[src/rtl/pfx_pkg.sv]
// Shared types for the prefix-code decoder.
// Assumes: one decode in flight at a time.
package pfx_pkg;

    typedef enum logic [1:0] {
        ST_IDLE,
        ST_WALK,
        ST_DONE
    } pfx_state_e;

    typedef enum logic [2:0] {
        OUT_CONT,
        OUT_STARVE,
        OUT_MATCH,
        OUT_FAIL,
        OUT_RAW
    } pfx_outcome_e;

    // Mode bit positions inside the table word
    localparam int MODE_COMP = 0;
    localparam int MODE_RAW  = 1;

endpackage

[src/rtl/pfx_bit_feed.sv]
// Bit source: delivers the next stream bit from the marker-form
// current word, or reloads it from the fresh word when it is empty.
// Assumes: cur holds a marker 1 above its data bits (width DATA_W+1).
module pfx_bit_feed #(
    parameter int DATA_W = 64
) (
    input  logic [DATA_W:0]   cur,
    input  logic [DATA_W-1:0] fresh,
    input  logic              fresh_ok,
    output logic              bit_ok,
    output logic              bit_val,
    output logic              refill,
    output logic [DATA_W:0]   nxt
);

    logic             empty;
    logic [DATA_W:0]  src;

    // Pick the bit source and shift it down by one
    always_comb begin
        empty   = (cur[DATA_W:1] == '0);
        refill  = empty && fresh_ok;
        src     = refill ? {1'b1, fresh} : cur;
        bit_ok  = !empty || fresh_ok;
        bit_val = src[0];
        nxt     = src >> 1;
    end

endmodule

[src/rtl/pfx_rank.sv]
// Rank counter: counts table bits set at positions 2 .. pos-1,
// which gives the compressed output value.
// Assumes: positions 0 and 1 hold mode bits and are never counted.
module pfx_rank #(
    parameter int DATA_W = 64,
    localparam int LOG_W = $clog2(DATA_W)
) (
    input  logic [DATA_W-1:0] tbl,
    input  logic [LOG_W-1:0]  pos,
    output logic [LOG_W-1:0]  cnt
);

    logic [DATA_W-1:0] below;

    // One mask bit per table position
    for (genvar j = 0; j < DATA_W; j++) begin : g_mask
        if (j < 2) begin : g_mode
            assign below[j] = 1'b0;
        end else begin : g_code
            assign below[j] = tbl[j] && (LOG_W'(j) < pos);
        end
    end

    // Population count of the masked bits
    always_comb begin
        cnt = '0;
        for (int k = 0; k < DATA_W; k++) begin
            cnt = cnt + LOG_W'(below[k]);
        end
    end

endmodule

[src/rtl/pfx_decode_unit.sv]
// Prefix-code decoder: walks one code bit per clock against a bitmap
// table, refills from a fresh word, and reports the result, the new
// leftover word and status flags.
// Assumes: start is only honoured when no walk is in progress;
// outputs hold between done pulses.
module pfx_decode_unit #(
    parameter int DATA_W = 64
) (
    input  logic              clk,
    input  logic              rst_n,
    input  logic              start,
    input  logic [DATA_W-1:0] table_word,
    input  logic [DATA_W-1:0] left_word,
    input  logic [DATA_W-1:0] fresh_word,
    input  logic              fresh_ok,
    output logic              busy,
    output logic              done,
    output logic [DATA_W-1:0] result,
    output logic [DATA_W-1:0] left_out,
    output logic [3:0]        flags,
    output logic              starved
);
    import pfx_pkg::*;

    localparam int LOG_W   = $clog2(DATA_W);
    localparam int IDX_W   = LOG_W + 1;
    localparam int MAX_LEN = LOG_W - 1;
    localparam int RAW_LEN = LOG_W;
    localparam int LEN_W   = $clog2(RAW_LEN + 1);

    pfx_state_e        state_q;
    logic [DATA_W:0]   cur_q;
    logic [DATA_W-1:0] tbl_q;
    logic [DATA_W-1:0] fresh_q;
    logic              ok_q;
    logic [DATA_W-1:0] orig_q;
    logic [IDX_W-1:0]  idx_q;
    logic [LEN_W-1:0]  len_q;
    logic              used_q;

    logic              bit_ok;
    logic              bit_val;
    logic              refill;
    logic [DATA_W:0]   nxt;
    logic [IDX_W-1:0]  idx_n;
    logic [LEN_W-1:0]  len_n;
    logic              hit;
    logic [LOG_W-1:0]  rank;
    logic [DATA_W-1:0] match_val;
    pfx_outcome_e      outcome;

    pfx_bit_feed #(.DATA_W(DATA_W)) u_feed (
        .cur      (cur_q),
        .fresh    (fresh_q),
        .fresh_ok (ok_q),
        .bit_ok   (bit_ok),
        .bit_val  (bit_val),
        .refill   (refill),
        .nxt      (nxt)
    );

    pfx_rank #(.DATA_W(DATA_W)) u_rank (
        .tbl (tbl_q),
        .pos (idx_n[LOG_W-1:0]),
        .cnt (rank)
    );

    // Next position, length and the outcome of this step
    always_comb begin
        idx_n = {idx_q[IDX_W-2:0], bit_val};
        len_n = len_q + 1'b1;
        hit   = (len_n <= LEN_W'(MAX_LEN)) && tbl_q[idx_n[LOG_W-1:0]];
        match_val = tbl_q[MODE_COMP] ? DATA_W'(rank) : DATA_W'(idx_n);
        if (!bit_ok) begin
            outcome = OUT_STARVE;
        end else if (hit) begin
            outcome = OUT_MATCH;
        end else if (len_n == LEN_W'(MAX_LEN) && !tbl_q[MODE_RAW]) begin
            outcome = OUT_FAIL;
        end else if (len_n == LEN_W'(RAW_LEN)) begin
            outcome = OUT_RAW;
        end else begin
            outcome = OUT_CONT;
        end
    end

    // Handshake outputs follow the state
    always_comb begin
        busy = (state_q == ST_WALK);
        done = (state_q == ST_DONE);
    end

    // Control state, walk registers and result registers
    always_ff @(posedge clk) begin
        if (!rst_n) begin
            state_q  <= ST_IDLE;
            cur_q    <= '0;
            tbl_q    <= '0;
            fresh_q  <= '0;
            ok_q     <= 1'b0;
            orig_q   <= '0;
            idx_q    <= '0;
            len_q    <= '0;
            used_q   <= 1'b0;
            result   <= '0;
            left_out <= DATA_W'(1);
            flags    <= '0;
            starved  <= 1'b0;
        end else begin
            case (state_q)
                ST_WALK: begin
                    case (outcome)
                        OUT_CONT: begin
                            cur_q  <= nxt;
                            idx_q  <= idx_n;
                            len_q  <= len_n;
                            used_q <= used_q | refill;
                        end
                        OUT_STARVE: begin
                            result   <= '0;
                            left_out <= orig_q;
                            flags    <= 4'b0010;
                            starved  <= 1'b1;
                            state_q  <= ST_DONE;
                        end
                        OUT_FAIL: begin
                            result   <= '0;
                            left_out <= orig_q;
                            flags    <= 4'b0011;
                            starved  <= 1'b0;
                            state_q  <= ST_DONE;
                        end
                        OUT_MATCH: begin
                            result   <= match_val;
                            left_out <= nxt[DATA_W-1:0];
                            flags    <= {used_q | refill, 1'b0, match_val == '0, 1'b0};
                            starved  <= 1'b0;
                            state_q  <= ST_DONE;
                        end
                        default: begin
                            result   <= DATA_W'(idx_n);
                            left_out <= nxt[DATA_W-1:0];
                            flags    <= {used_q | refill, 3'b001};
                            starved  <= 1'b0;
                            state_q  <= ST_DONE;
                        end
                    endcase
                end
                default: begin
                    if (start) begin
                        cur_q   <= {1'b0, left_word};
                        tbl_q   <= table_word;
                        fresh_q <= fresh_word;
                        ok_q    <= fresh_ok;
                        orig_q  <= left_word;
                        idx_q   <= IDX_W'(1);
                        len_q   <= '0;
                        used_q  <= 1'b0;
                        state_q <= ST_WALK;
                    end else begin
                        state_q <= ST_IDLE;
                    end
                end
            endcase
        end
    end

endmodule

[config.mk]
export PLATFORM = sky130hd
export DESIGN_NAME = pfx_decode_unit
export DESIGN_NICKNAME = d
export VERILOG_FILES = /design/src/rtl/pfx_pkg.sv /design/src/rtl/pfx_bit_feed.sv /design/src/rtl/pfx_rank.sv /design/src/rtl/pfx_decode_unit.sv
export SDC_FILE = /design/constraint.sdc
export NUM_CORES = 1
export LEC_CHECK = 0
export ABC_AREA = 1
export CAP_MARGIN = 20
export CORE_AREA = 8 8 220 222
export CTS_BUF_LIST = sky130_fd_sc_hd__clkbuf_2
export CTS_CLUSTER_DIAMETER = 100
export DETAILED_ROUTE_END_ITERATION = 8
export DIE_AREA = 0 0 228 230
export DONT_BUFFER_PORTS = 1
export MAX_ROUTING_LAYER = met4
export SYNTH_ARGS = -nofsm -noshare
export SYNTH_HDL_FRONTEND = slang
export SYNTH_SLANG_ARGS = --single-unit
[constraint.sdc]
create_clock -name clk -period 11.6 [get_ports clk]
set_input_delay 2.32 -clock clk [delete_from_list [all_inputs] [get_ports clk]]
set_output_delay 2.32 -clock clk [all_outputs]
set_load 0.01 [all_outputs]
* Word-level counts from Yosys, hierarchy flattened
Cells that the tools add are included.
** Word-level totals
- Register bits :: 403
- Input port bits :: 196
** Cells by class
- $add $sub $neg :: 62
- Order comparisons :: 64
- Equal/unequal tests :: 9
- Reduce and logical (&&, ||, !) cells :: 76
- Bitwise gates (word level) :: 3
- Muxes and demuxes :: 27
** Operators with widths (count)
- 6-bit by 1-bit adder with 6-bit output :: 60
- 65-bit two-way mux :: 4
- 6-bit < comparator (first input constant) :: 32
- 64-bit case mux with 3 select lines :: 1
- 64-bit zero test :: 2
- 64-bit case mux with 2 select lines :: 1
- 5-bit by 6-bit < comparator with 1-bit output (first input constant) :: 16
- 1-bit logical AND :: 65
- 4-bit by 6-bit < comparator with 1-bit output (first input constant) :: 8
- 3-bit by 6-bit < comparator with 1-bit output (first input constant) :: 4
- 3-bit two-way mux :: 7
- 6-bit two-way mux :: 3
- 4-bit case mux with 4 select lines :: 1
- 2-bit by 6-bit < comparator with 1-bit output (first input constant) :: 2
- 6-bit by 7-bit < comparator with 1-bit output (second input constant) :: 1
- 7-bit two-way mux :: 1
- 1-bit binary-select mux with 6-bit select :: 1
- 3-bit by 2-bit equality test with 1-bit output (second input constant) :: 2
- 3-bit equality test (second input constant) :: 2
- 2-bit AND reduction :: 3
- 1-bit two-way mux :: 5
- 2-bit two-way mux :: 2
- 3-bit by 1-bit adder with 3-bit output (second input constant) :: 1
- 3-bit by 1-bit equality test with 1-bit output (second input constant) :: 1
- 14 further kinds :: 16

* Longest topological paths before layout
- Word-level depth :: 69
- Depth in mapped cells :: 44

* By module
Synthesis repeated with hierarchy kept, for this count alone.
** Second synthesis, totals
- Cells, all modules :: 2778
- Area, all modules :: 18596.6 um^2
** By module, submodules not included
- pfx_decode_unit :: cells each 2207, area an instance 15132.0 um^2, times used 1
- pfx_rank :: cells each 295, area an instance 2187.1 um^2, times used 1
- pfx_bit_feed :: cells each 276, area an instance 1277.5 um^2, times used 1

* Worst setup path before layout
No wires, ideal clock.
- Kind :: reg2reg
- From :: register cur_q[32]
- To :: register flags[1]
- Period minus slack after synthesis :: 7887 ps
- Data arrival time :: 7814 ps
- Slack :: 3713 ps
- Cell stages (with the launch flop) :: 38
- Buffers on the path :: 1
- Cells stage by stage :: dfxtp_1 -> nor2_1 -> nand2_1 -> nor2_1 -> nand2_1 -> nor2_4 -> nand4_4 -> nand2_4 -> buf_4 -> inv_1 -> nor2_1 -> clkinv_1 -> nand2_1 -> nand3_1 -> fa_1 -> inv_1 -> fa_1 -> inv_1 -> (+2 left out) -> fa_1 -> inv_1 -> fa_1 -> fa_1 -> fa_1 -> fa_1 -> inv_1 -> ha_1 -> inv_1 -> fa_1 -> o31ai_1 -> xor2_1 -> o21ai_0 -> nor3_1 -> nand3_1 -> o21ai_0 -> nand2_1 -> a21oi_1
** Between the ends
- Word-level cells in the longest chain between the ends :: 69
- Elaborated cells on any way between the ends :: 204
** RTL lines
- start: declaration :: RTL line pfx_decode_unit.sv:32 : logic [DATA_W:0] cur_q;
- start signal: assignment :: RTL line pfx_decode_unit.sv:114 : cur_q <= nxt;
- start signal: assignment :: RTL line pfx_decode_unit.sv:151 : cur_q <= {1'b0, left_word};
- 64-bit zero test * :: RTL line pfx_bit_feed.sv:21 : empty = (cur[DATA_W:1] == '0);
- 1-bit logical AND :: RTL line pfx_bit_feed.sv:22 : refill = empty && fresh_ok;
- 65-bit two-way mux :: RTL line pfx_bit_feed.sv:23 : src = refill ? {1'b1, fresh} : cur;
- 2-bit by 6-bit < comparator with 1-bit output :: RTL line pfx_rank.sv:20 : assign below[j] = tbl[j] && (LOG_W'(j) < pos);
- 1-bit logical AND :: RTL line pfx_rank.sv:20
- 1-bit by 1-bit adder with 2-bit output :: RTL line pfx_rank.sv:28 : cnt = cnt + LOG_W'(below[k]);
- 6-bit by 1-bit adder with 6-bit output (60 in a row) :: RTL line pfx_rank.sv:28
- 7-bit two-way mux :: RTL line pfx_decode_unit.sv:73 : match_val = tbl_q[MODE_COMP] ? DATA_W'(rank) : DATA_W'(idx_n);
- 64-bit zero test :: RTL line pfx_decode_unit.sv:136 : flags <= {used_q | refill, 1'b0, match_val == '0, 1'b0};
- 4-bit case mux with 4 select lines :: RTL line pfx_decode_unit.sv:112 : case (outcome)
- end signal: assignment :: RTL line pfx_decode_unit.sv:136
- end signal: assignment :: RTL line pfx_decode_unit.sv:143 : flags <= {used_q | refill, 3'b001};
- end: declaration :: RTL line pfx_decode_unit.sv:20 : output logic [3:0] flags,
Every way passes the cells marked *; elsewhere a longest branch is shown, timed or not. The select of a mux whose other input is x is not followed.
A chain may end at the register's enable or synchronous reset.

* Worst setup path after layout
- From :: register cur_q[37]
- To :: register flags[1]
The elaborated chain is that of the path after synthesis.

==> results.cfg <==
[synth]
async_reset_ff_frac = 0
synth_flop_cell = dfxtp_1
yosys.cell_types.count = 40
ys_seq_area_frac = 0.3896
netlist_instances = 2568
synth_area_mm2 = 0.01768
synth_edf_count = 0
ys_seq_elements = 344
syn_avg_cell_area_um2 = 6.884
yosysWarnings = 0

[critical_path]
worst-endpoint-arrival_ns = 11.12
path_common_cell = fa_1
required_ns = 12.54
path_buf_inv = 4
slowest_stage = nand2_4
cpPeakStageDelay_ns = 0.63
startpoint_type = register
critPathTopFamily = adder cells
path_class = register to register
end_kind = register
cp_max_fo = 44

[cts]
clk_pin_slew_ns = 0.09
cts_tree = yes
clkLatencyLatePin_ns = 1.09
ctsHoldBuffers = 0
htreeDepth = 3
cts_buffers = 93
ctsResizeCount = 0
root_buffer = clkbuf_2
postCtsSetupBuffers = 0
clock_path_buffers = 3
clock-sinks = 344

[global_routing]
grt_max_degree = 336
use_met3 = 0.06292
grt_first_pass_wirelength_mm = 90.38
grtUsageMet1 = 0.2702
grt_pass1_vias = 15780
grt_usage = 0.2185
antenna_found_initial = 3
met2_usage = 0.3412
busiest_layer = met2
grt-ovfl-total = 0

[floorplan]
fp.dieW_um = 228
dieArea_mm2 = 0.05244
die-height_um = 230
start_util = 0.3938
rows = 78
core-area_mm2 = 0.04489
io_pins = 331

[place]
post_dp_cell_area_mm2 = 0.01758
place.gp.congestion = 0.9314
dp_slack_ns = 1.566
io_buffers = 0
dp_hpwl_mm = 38.95

[routing]
drc_errors = 0
drt_pass1_iterations = 7
ant_nets = 0
drt-total-wl_mm = 57.88
vias = 16370
wl_per_cell_um = 18.27
drt_iter0_markers = 1156
vias_per_cell = 5.169

[sta]
hold_viol_final = 0
setup_slack_ns = 1.419
slew_violations = 0
worst_pin_slew_ns = 1.032
finClkSkew_ns = 0.1433
period_needed_ns = 10.18
setup_viol = 0
tns_ns = 0
max_freq_ghz = 0.09822
finalCritPeriodShare = 0.8777
rsz0062_at_grt = false
slew_headroom = 0.3120

[power_and_ir_drop]
power_density_mw_per_mm2 = 161.5
peakVddDrop_uv = 86.54
power_mw = 2.977
cellLeakagePower_nw = 8.137

[cells_and_area]
syn_to_final_growth_pct = 4.296
nFillCells = 4887
fin_nets = 2761
mostFrequentLayoutCell = nor2_1
regArea_mm2 = 0.006887
multi_input_area_mm2 = 0.009424
layout_common_cells = 676 x nor2_1, 370 x o21ai_0, 344 x dfxtp_1, 343 x nand2_1, 168 x nand3_1
fin_area_mm2 = 0.01844
drive_above_1_share = 0.06706

[min_path]
hp-class = register to register

[outcome]
status = finished, final reports clean

[flow_run]
drv_cap = 0
-- sequential cells by signal, summed over array words and instances, names as in the netlist --
register,count
left_out,64
result,7
fresh_q,64
cur_q,64
tbl_q,64
state_q,2
flags,3
orig_q,64
starved,1
idx_q,6
len_q,3
used_q,1
ok_q,1
-- cells by family after synthesis --
logic type	count (synthesis)	share of synthesized area
compound gates	591	0.1711
xor+xnor	2	0.0009911
fa+ha+maj	68	0.06979
buf+inv	346	0.09145
flops	344	0.3896
other cells	1	0.0002121
simple gates	1216	0.2769
-- layout make-up --
cell class              instances  share of cell area
diodes                          3           0.0004072
clock buffers                 129             0.03502
clock inverters                34             0.01106
inverters                     110             0.02280
multi-input cells            1935              0.5112
flip-flops and latches        344              0.3735
well taps                     600             0.04072
repair buffers                 13            0.005294
-- Yosys cell counts, types with 16 or more instances --
cell	number	area (µm²)
nor2_1	677	2541
o21ai_1	43	215.2
fa_1	51	1021
nand2_1	344	1291
ha_1	17	212.7
o211ai_1	16	120.1
nand3_1	168	840.8
buf_4	67	503.0
inv_1	104	390.4
buf_1	21	78.83
dfxtp_1	344	6887
o21ai_0	370	1852
a21oi_1	154	770.7
clkbuf_1	115	431.7
buf_2	29	145.1
-- worst register-to-register path: cells and delay by family, from the launching register on --
family          cells  cell delay, ns
fa+ha+maj          10            4.70
simple gates       12            3.00
compound gates      5            0.99
buf+inv             4            0.89
flops               1            0.33
xor+xnor            1            0.16
-- routing by layer --
metal / vias up / wire length, µm
met5: - / 0
met4: 0 / 1245
met3: 86 / 4677
met2: 524 / 26870
met1: 7648 / 25100
li1: 8116 / -
-- report_power, final --
part / leakage (nW) / total (mW) / internal, mW / switching, mW
Combinational: 4.66 / 0.635 / 0.200 / 0.434
Sequential: 2.84 / 1.47 / 1.34 / 0.129
Clock: 0.637 / 0.876 / 0.348 / 0.528
-- metrics by stage --
step                  util  hold slack (ns)  cells
finish              0.4107           0.4895   3168
CTS                 0.4105           0.4908   3165
floorplan                -           0.4445   2625
detailed placement  0.3916           0.4730   3002
global route        0.4107           0.5249   3168
global placement    0.3916           0.4687   3002
-- path summary, 6_finish.rpt --
kind              slack, ns         to  cells after the start  startpoint
setup / recovery       1.42   flags[1]                     32   cur_q[37]
hold / removal         0.49  tbl_q[15]                      2   tbl_q[15]
setup reg to reg       1.42   flags[1]                     32   cur_q[37]
hold reg to reg        0.49  tbl_q[15]                      2   tbl_q[15]
No activity file was read; power rests on OpenSTA's default activity.
